--- src/rtl/ldpc_pkg.sv ---
package ldpc_pkg;

  // Fixed code: number of bits and number of parity equations
  localparam int N = 7;
  localparam int M = 3;

  // Parity equations, bit j of row i set when code bit j joins equation i
  localparam logic [M-1:0][N-1:0] H_ROWS = {7'b1001101, 7'b0101011, 7'b0010111};

  typedef enum logic [1:0] {
    ST_IDLE = 2'd0,
    ST_VN   = 2'd1,
    ST_CN   = 2'd2
  } dec_state_e;

  // Column j of the matrix as a mask over equations
  function automatic logic [M-1:0] col_mask(input int j);
    logic [M-1:0] r;
    for (int i = 0; i < M; i++) r[i] = H_ROWS[i][j];
    return r;
  endfunction

endpackage

--- src/rtl/ldpc_var_unit.sv ---
module ldpc_var_unit #(
  parameter int W = 6,
  parameter int SW = 9,
  parameter int M = 3,
  parameter logic [M-1:0] COL = '1
) (
  input  logic [W-1:0]          llr,
  input  logic [M-1:0][W-1:0]   c2v,
  output logic [M-1:0][W-1:0]   v2c,
  output logic                  hard
);

  localparam logic signed [SW-1:0] PMAX = SW'((1 << (W-1)) - 1);
  localparam logic signed [SW-1:0] NMAX = -PMAX;

  function automatic logic signed [SW-1:0] sx(input logic [W-1:0] v);
    return {{(SW-W){v[W-1]}}, v};
  endfunction

  logic signed [SW-1:0] acc;
  logic signed [SW-1:0] diff;

  // Total belief: channel value plus every incoming edge message
  always_comb begin
    acc = sx(llr);
    for (int i = 0; i < M; i++) begin
      if (COL[i]) acc = acc + sx(c2v[i]);
    end
  end

  assign hard = acc[SW-1];

  // Extrinsic message per edge, saturated to the symmetric range
  always_comb begin
    diff = '0;
    for (int i = 0; i < M; i++) begin
      v2c[i] = '0;
      if (COL[i]) begin
        diff = acc - sx(c2v[i]);
        if (diff > PMAX)      v2c[i] = {1'b0, {(W-1){1'b1}}};
        else if (diff < NMAX) v2c[i] = {1'b1, {(W-2){1'b0}}, 1'b1};
        else                  v2c[i] = diff[W-1:0];
      end
    end
  end

endmodule

--- src/rtl/ldpc_check_unit.sv ---
module ldpc_check_unit #(
  parameter int W = 6,
  parameter int N = 7,
  parameter logic [N-1:0] ROW = '1
) (
  input  logic [N-1:0][W-1:0] v2c,
  output logic [N-1:0][W-1:0] c2v
);

  localparam int MW = W - 1;
  localparam int XW = (N > 1) ? $clog2(N) : 1;

  logic [MW-1:0] min1, min2, mag;
  logic [XW-1:0] min_idx;
  logic          sgn_all;
  logic [W-1:0]  absv;

  // First and second lowest magnitude plus the parity of all signs
  always_comb begin
    min1    = '1;
    min2    = '1;
    min_idx = '0;
    sgn_all = 1'b0;
    absv    = '0;
    mag     = '0;
    for (int j = 0; j < N; j++) begin
      if (ROW[j]) begin
        absv    = v2c[j][W-1] ? (~v2c[j] + 1'b1) : v2c[j];
        mag     = absv[MW-1:0];
        sgn_all = sgn_all ^ v2c[j][W-1];
        if (mag < min1) begin
          min2    = min1;
          min1    = mag;
          min_idx = XW'(j);
        end else if (mag < min2) begin
          min2 = mag;
        end
      end
    end
  end

  // Reply per edge excludes that edge's own contribution
  always_comb begin
    for (int j = 0; j < N; j++) begin
      c2v[j] = '0;
      if (ROW[j]) begin
        if ((sgn_all ^ v2c[j][W-1]) == 1'b1)
          c2v[j] = ~{1'b0, ((XW'(j) == min_idx) ? min2 : min1)} + 1'b1;
        else
          c2v[j] = {1'b0, ((XW'(j) == min_idx) ? min2 : min1)};
      end
    end
  end

endmodule

--- src/rtl/ldpc_ctrl.sv ---
module ldpc_ctrl
  import ldpc_pkg::*;
#(
  parameter int MAX_ITER = 10,
  parameter int IW = 4
) (
  input  logic          clk,
  input  logic          rst_n,
  input  logic          in_valid,
  input  logic          syn_zero,
  output logic          ready,
  output logic          load_en,
  output logic          v2c_en,
  output logic          c2v_en,
  output logic          fin_en,
  output logic [IW-1:0] iter
);

  dec_state_e    state_q, state_d;
  logic [IW-1:0] iter_q, iter_d;
  logic          at_cap;

  assign at_cap  = (iter_q == IW'(MAX_ITER));
  assign ready   = (state_q == ST_IDLE);
  assign load_en = ready & in_valid;
  assign iter    = iter_q;

  always_comb begin
    state_d = state_q;
    iter_d  = iter_q;
    v2c_en  = 1'b0;
    c2v_en  = 1'b0;
    fin_en  = 1'b0;
    unique case (state_q)
      ST_IDLE: begin
        if (in_valid) begin
          state_d = ST_VN;
          iter_d  = '0;
        end
      end
      ST_VN: begin
        if (syn_zero || at_cap) begin
          fin_en  = 1'b1;
          state_d = ST_IDLE;
        end else begin
          v2c_en  = 1'b1;
          state_d = ST_CN;
        end
      end
      ST_CN: begin
        c2v_en  = 1'b1;
        iter_d  = iter_q + 1'b1;
        state_d = ST_VN;
      end
      default: state_d = ST_IDLE;
    endcase
  end

  always_ff @(posedge clk or negedge rst_n) begin
    if (!rst_n) begin
      state_q <= ST_IDLE;
      iter_q  <= '0;
    end else begin
      state_q <= state_d;
      iter_q  <= iter_d;
    end
  end

endmodule

--- src/rtl/ldpc_minsum_dec.sv ---
module ldpc_minsum_dec
  import ldpc_pkg::*;
#(
  parameter int W = 6,
  parameter int MAX_ITER = 10,
  localparam int IW = $clog2(MAX_ITER + 1)
) (
  input  logic           clk,
  input  logic           rst_n,
  input  logic           in_valid,
  output logic           in_ready,
  input  logic [N*W-1:0] in_llr,
  output logic           out_done,
  output logic [N-1:0]   out_bits,
  output logic           out_converged,
  output logic [IW-1:0]  out_iters
);

  localparam int SW = W + $clog2(M + 1) + 1;
  localparam logic [W-1:0] LLR_MINNEG = {1'b1, {(W-1){1'b0}}};
  localparam logic [W-1:0] LLR_FLOOR  = {1'b1, {(W-2){1'b0}}, 1'b1};

  // Reset: asserted at once, released after two clean edges
  logic [1:0] rst_sync;
  logic       rst_i_n;

  always_ff @(posedge clk or negedge rst_n) begin
    if (!rst_n) rst_sync <= 2'b00;
    else        rst_sync <= {rst_sync[0], 1'b1};
  end
  assign rst_i_n = rst_sync[1];

  logic          load_en, v2c_en, c2v_en, fin_en, syn_zero;
  logic [IW-1:0] iter;

  ldpc_ctrl #(.MAX_ITER(MAX_ITER), .IW(IW)) u_ctrl (
    .clk     (clk),
    .rst_n   (rst_i_n),
    .in_valid(in_valid),
    .syn_zero(syn_zero),
    .ready   (in_ready),
    .load_en (load_en),
    .v2c_en  (v2c_en),
    .c2v_en  (c2v_en),
    .fin_en  (fin_en),
    .iter    (iter)
  );

  // Channel values, with the one unbalanced code clamped on entry
  logic [N-1:0][W-1:0] llr_q, llr_d;

  always_comb begin
    for (int j = 0; j < N; j++) begin
      llr_d[j] = (in_llr[j*W +: W] == LLR_MINNEG) ? LLR_FLOOR : in_llr[j*W +: W];
    end
  end

  always_ff @(posedge clk or negedge rst_i_n) begin
    if (!rst_i_n)     llr_q <= '0;
    else if (load_en) llr_q <= llr_d;
  end

  // Edge message stores, one slot per matrix position
  logic [M-1:0][N-1:0][W-1:0] c2v_q, c2v_new, c2v_d;
  logic [M-1:0][N-1:0][W-1:0] v2c_q, v2c_new;
  logic [N-1:0]               hard;
  logic [M-1:0]               syn;

  always_comb begin
    if (load_en) c2v_d = '0;
    else         c2v_d = c2v_new;
  end

  always_ff @(posedge clk or negedge rst_i_n) begin
    if (!rst_i_n)               c2v_q <= '0;
    else if (load_en || c2v_en) c2v_q <= c2v_d;
  end

  always_ff @(posedge clk or negedge rst_i_n) begin
    if (!rst_i_n)    v2c_q <= '0;
    else if (v2c_en) v2c_q <= v2c_new;
  end

  // Bit nodes, one per column
  for (genvar j = 0; j < N; j++) begin : g_var
    logic [M-1:0][W-1:0] cin, vout;
    for (genvar i = 0; i < M; i++) begin : g_edge
      assign cin[i]          = c2v_q[i][j];
      assign v2c_new[i][j]   = vout[i];
    end
    ldpc_var_unit #(.W(W), .SW(SW), .M(M), .COL(col_mask(j))) u_var (
      .llr (llr_q[j]),
      .c2v (cin),
      .v2c (vout),
      .hard(hard[j])
    );
  end

  // Parity nodes, one per row
  for (genvar i = 0; i < M; i++) begin : g_chk
    ldpc_check_unit #(.W(W), .N(N), .ROW(H_ROWS[i])) u_chk (
      .v2c(v2c_q[i]),
      .c2v(c2v_new[i])
    );
    assign syn[i] = ^(hard & H_ROWS[i]);
  end

  assign syn_zero = ~|syn;

  // Result registers
  logic          done_q;
  logic [N-1:0]  bits_q;
  logic          conv_q;
  logic [IW-1:0] iters_q;

  always_ff @(posedge clk or negedge rst_i_n) begin
    if (!rst_i_n) done_q <= 1'b0;
    else          done_q <= fin_en;
  end

  always_ff @(posedge clk or negedge rst_i_n) begin
    if (!rst_i_n) begin
      bits_q  <= '0;
      conv_q  <= 1'b0;
      iters_q <= '0;
    end else if (fin_en) begin
      bits_q  <= hard;
      conv_q  <= syn_zero;
      iters_q <= iter;
    end
  end

  assign out_done      = done_q;
  assign out_bits      = bits_q;
  assign out_converged = conv_q;
  assign out_iters     = iters_q;

endmodule

--- config.mk ---
export PLATFORM = sky130hd
export DESIGN_NAME = ldpc_minsum_dec
export DESIGN_NICKNAME = d
export VERILOG_FILES = /design/src/rtl/ldpc_pkg.sv /design/src/rtl/ldpc_var_unit.sv /design/src/rtl/ldpc_check_unit.sv /design/src/rtl/ldpc_ctrl.sv /design/src/rtl/ldpc_minsum_dec.sv
export SDC_FILE = /design/constraint.sdc
export NUM_CORES = 1
export LEC_CHECK = 0
export ABC_AREA = 1
export CAP_MARGIN = 20
export CORE_ASPECT_RATIO = 1.75
export CORE_MARGIN = 5
export CORE_UTILIZATION = 36
export CTS_CLUSTER_SIZE = 24
export DETAILED_ROUTE_END_ITERATION = 6
export GPL_TIMING_DRIVEN = 0
export PLACE_DENSITY = 0.5
export REMOVE_ABC_BUFFERS = 1
export SLEW_MARGIN = 20
export SYNTH_ARGS = -nofsm -noshare
export SYNTH_HDL_FRONTEND = slang
export SYNTH_SLANG_ARGS = --single-unit
--- constraint.sdc ---
create_clock -name clk -period 8.1 [get_ports clk]
set_clock_uncertainty 0.15 [all_clocks]
set_input_delay 0.81 -clock clk [delete_from_list [all_inputs] [get_ports clk]]
set_output_delay 0.81 -clock clk [all_outputs]
set_load 0.005 [all_outputs]
==> metrics <==
critical path launch point type flip-flop; Die ar. between 60000 and 70000 µm²; CP Launch Point c2v_q[1]$_DFFE_PN0P_; outcome completed; CTS tree yes; final setup fails 0; drt wl/cell 16.3 µm; num rows between 100 and 150; Die Span X about 190 µm; WP data required about 8.4 ns; Worst-Margin Slew ~1.1 ns; Synth Area in Simple Gates 27.9%; XOR/XNOR Fraction of Synth Area 6.59%; HPWL after DPL around 49 mm; TritonCTS Buffers 25; Final #Nets about 3200; Avg Inst Size Synth 7.05 µm²; vias in the first global route a little under 20000; clk root buf clkbuf_16; Clock Latency Late Sink 0.57 ns; Synth Register Bits slightly above 200; largest family of logic cells by synthesized area simple AND/OR/NAND/NOR gates; pin count of the biggest net entering global routing 52; Layout Area Growth over Synthesis 11.6%; Reg area slightly above 5000 µm²; synth unique cells 61; First-pass DRT Iterations 5; Fin. Hold Viols 0; Post CTS Setup Buffer Count 0; Placement Cell Area approximately 22000 µm²; Seq/Total Area, Yosys between 20% and 30%; most common cell after layout, fill and taps aside nand2_1; Die Ht 325 µm; Post-synth EDFFs 0; WS Path Type reg2reg; vias per cell a little over 5; mux cell area share after synthesis less than 1%; grt total ovfl 0; Adder-Cell Fraction of Synth Area 16.1%; first-pass GRT wire length 98.2 mm; Main synth FF type dfrtp_1; Slowest cell on crit path nor3_2; GP Congestion approximately 0.92; flop2flop setup slack between 1 and 1.5 ns; RR Endpoint v2c_q[10]$_DFFE_PN0P_; GRT Total Usage between 10% and 20%; CP arrival 7.01 ns; Syn Std Cell Area ~20000 µm²; # Max-Cap Violations 0; crit-path max cell delay roughly 0.60 ns; Iter 0 DRT Violations 820; Starting Density between 30% and 40%; Tcrit/Tclk final just over 80%; RSZ-0062 raised after global routing false; fin crit period 6.70 ns; Worst Setup End Kind flip-flop; CTS H-Tree Depth 1; Syn Inst Count 2898; most frequent cells in the layout 773 x nand2_1, 384 x inv_1, 269 x nand3_1; compound-cell area share of the yosys netlist between 10% and 20%; final wirelength 60.9 mm; io pins between 50 and 60; clk slew on worst S/H paths 0.07 ns; HP Class reg2async; total number of vias ~19000; core region area between 50000 and 60000 µm²; R2R depth 21; f_max ~150 MHz; crit-path max FO 28; multi-input logic area 13400 µm²; Final Hold Slack between 0.08 and 0.09 ns; CTS resizes 0; worst-path cell chain fa_1 -> ha_1 -> fa_1 -> xor2_1 -> ha_1 -> a21oi_1 -> o21ai_1 -> a21oi_1 -> o21ai_1 -> a2111oi_0 -> a21oi_2 -> xor2_1 -> o2111ai_1 -> nand2_1 -> nor3_2 -> buf_6 -> buf_6 -> clkinv_2 -> nor2_1 -> o21ai_0 -> o21a_1; initial antenna violation count 0; worst r2r src c2v_q[1]$_DFFE_PN0P_; final routed DRC violation total 0; share of cells above drive strength 1 between 7 and 8%; IO buf count 58; CTS Buffer Depth 3; max-slew violation count 0; hold-fix buffers at CTS 0; ANT cells 0; Slew HR about 30%; Layout fillers 5936; clock tree sinks a little over 200; asr flop ratio synth 100%; Final Instance Area roughly 23000 µm²; Post-DRT Antenna Nets 0; Synthesis Warnings 0
==> logic make-up (layout without fill, tap and decap cells) <==
| family | after synthesis | after routing |
|---|---|---|
| xor+xnor | 152 | 152 |
| flops | 207 | 207 |
| fa+ha+maj | 236 | 236 |
| other cells | 1 | 1 |
| simple gates | 1299 | 1299 |
| mux | 1 | 1 |
| compound gates | 522 | 522 |
| buf+inv | 480 | 547 |
==> worst max-delay path by stage <==
stage | endpoint | cells past startpoint
global route | v2c_q[10]$_DFFE_PN0P_ | 21
CTS | v2c_q[10]$_DFFE_PN0P_ | 21
finish | v2c_q[10]$_DFFE_PN0P_ | 21
global placement | v2c_q[10]$_DFFE_PN0P_ | 19
detailed placement | v2c_q[10]$_DFFE_PN0P_ | 21
floorplan | v2c_q[10]$_DFFE_PN0P_ | 19
==> worst max-delay path: cells and delay by family (launching register included) <==
kind / cells / cell delay, ns
AOI/OAI and AO/OA: 9 / 1.83
adders and majority gates: 4 / 1.48
and+or+nand+nor: 3 / 1.29
buffers and inverters: 3 / 0.85
xor gates and xnor gates: 2 / 0.49
DFF: 1 / 0.45
==> cell usage after synthesis, drive strengths merged (20+ instances only) <==
library cell	instances	area, µm²
nand2	836	3360
inv	422	1590
clkbuf	31	116
nor3	20	100
xor2	106	943
o21bai	29	218
nor2	122	488
dfrtp	207	5180
a22oi	20	150
xnor2	46	403
ha	192	2400
nand3	288	1540
a21oi	107	558
fa	44	881
o21ai	289	1480
buf	23	198
==> per-layer routing <==
| layer | part of all wire (%) | wire [µm] | track usage, % |
|---|---|---|---|
| met5 | 0 | 0 | 0 |
| met4 | 4.6 | 2790 | 8.48 |
| met3 | 2.5 | 1520 | 1.50 |
| met2 | 55 | 33300 | 38.5 |
| met1 | 38 | 23300 | 20.8 |
==> flip-flops by register name, indices dropped and copies added, names as in the netlist <==
register	flops
out_bits	7
c2v_q	72
out_converged	1
v2c_q	72
out_iters	4
u_ctrl.state_q	2
u_ctrl.iter	4
out_done	1
llr_q	42
rst_sync	2
==> final cells by class <==
| class | count | share of cell area [%] |
|---|---|---|
| repair buffers | 77 | 4.03 |
| flip-flops and latches | 207 | 22.7 |
| inverters | 426 | 7.06 |
| multi-input cells | 2211 | 58.6 |
| well taps | 760 | 4.17 |
| clock inverters | 15 | 0.571 |
| clock buffers | 29 | 2.85 |
==> metrics by stage <==
step / utilization (%) / instances / TNS, ns / setup slack (ns)
global route: 40.5 / 3725 / 0 / 0.855
CTS: 40.5 / 3725 / 0 / 1.28
global placement: 38.5 / 3662 / -966.30 / -10.86
floorplan: - / 2844 / -105.88 / -3.63
detailed placement: 39.2 / 3681 / 0 / 1.32
finish: 40.5 / 3725 / 0 / 1.40
Power is not shown: default switching activity piles up to over one toggle a cycle in this logic, so the estimate is an artifact.
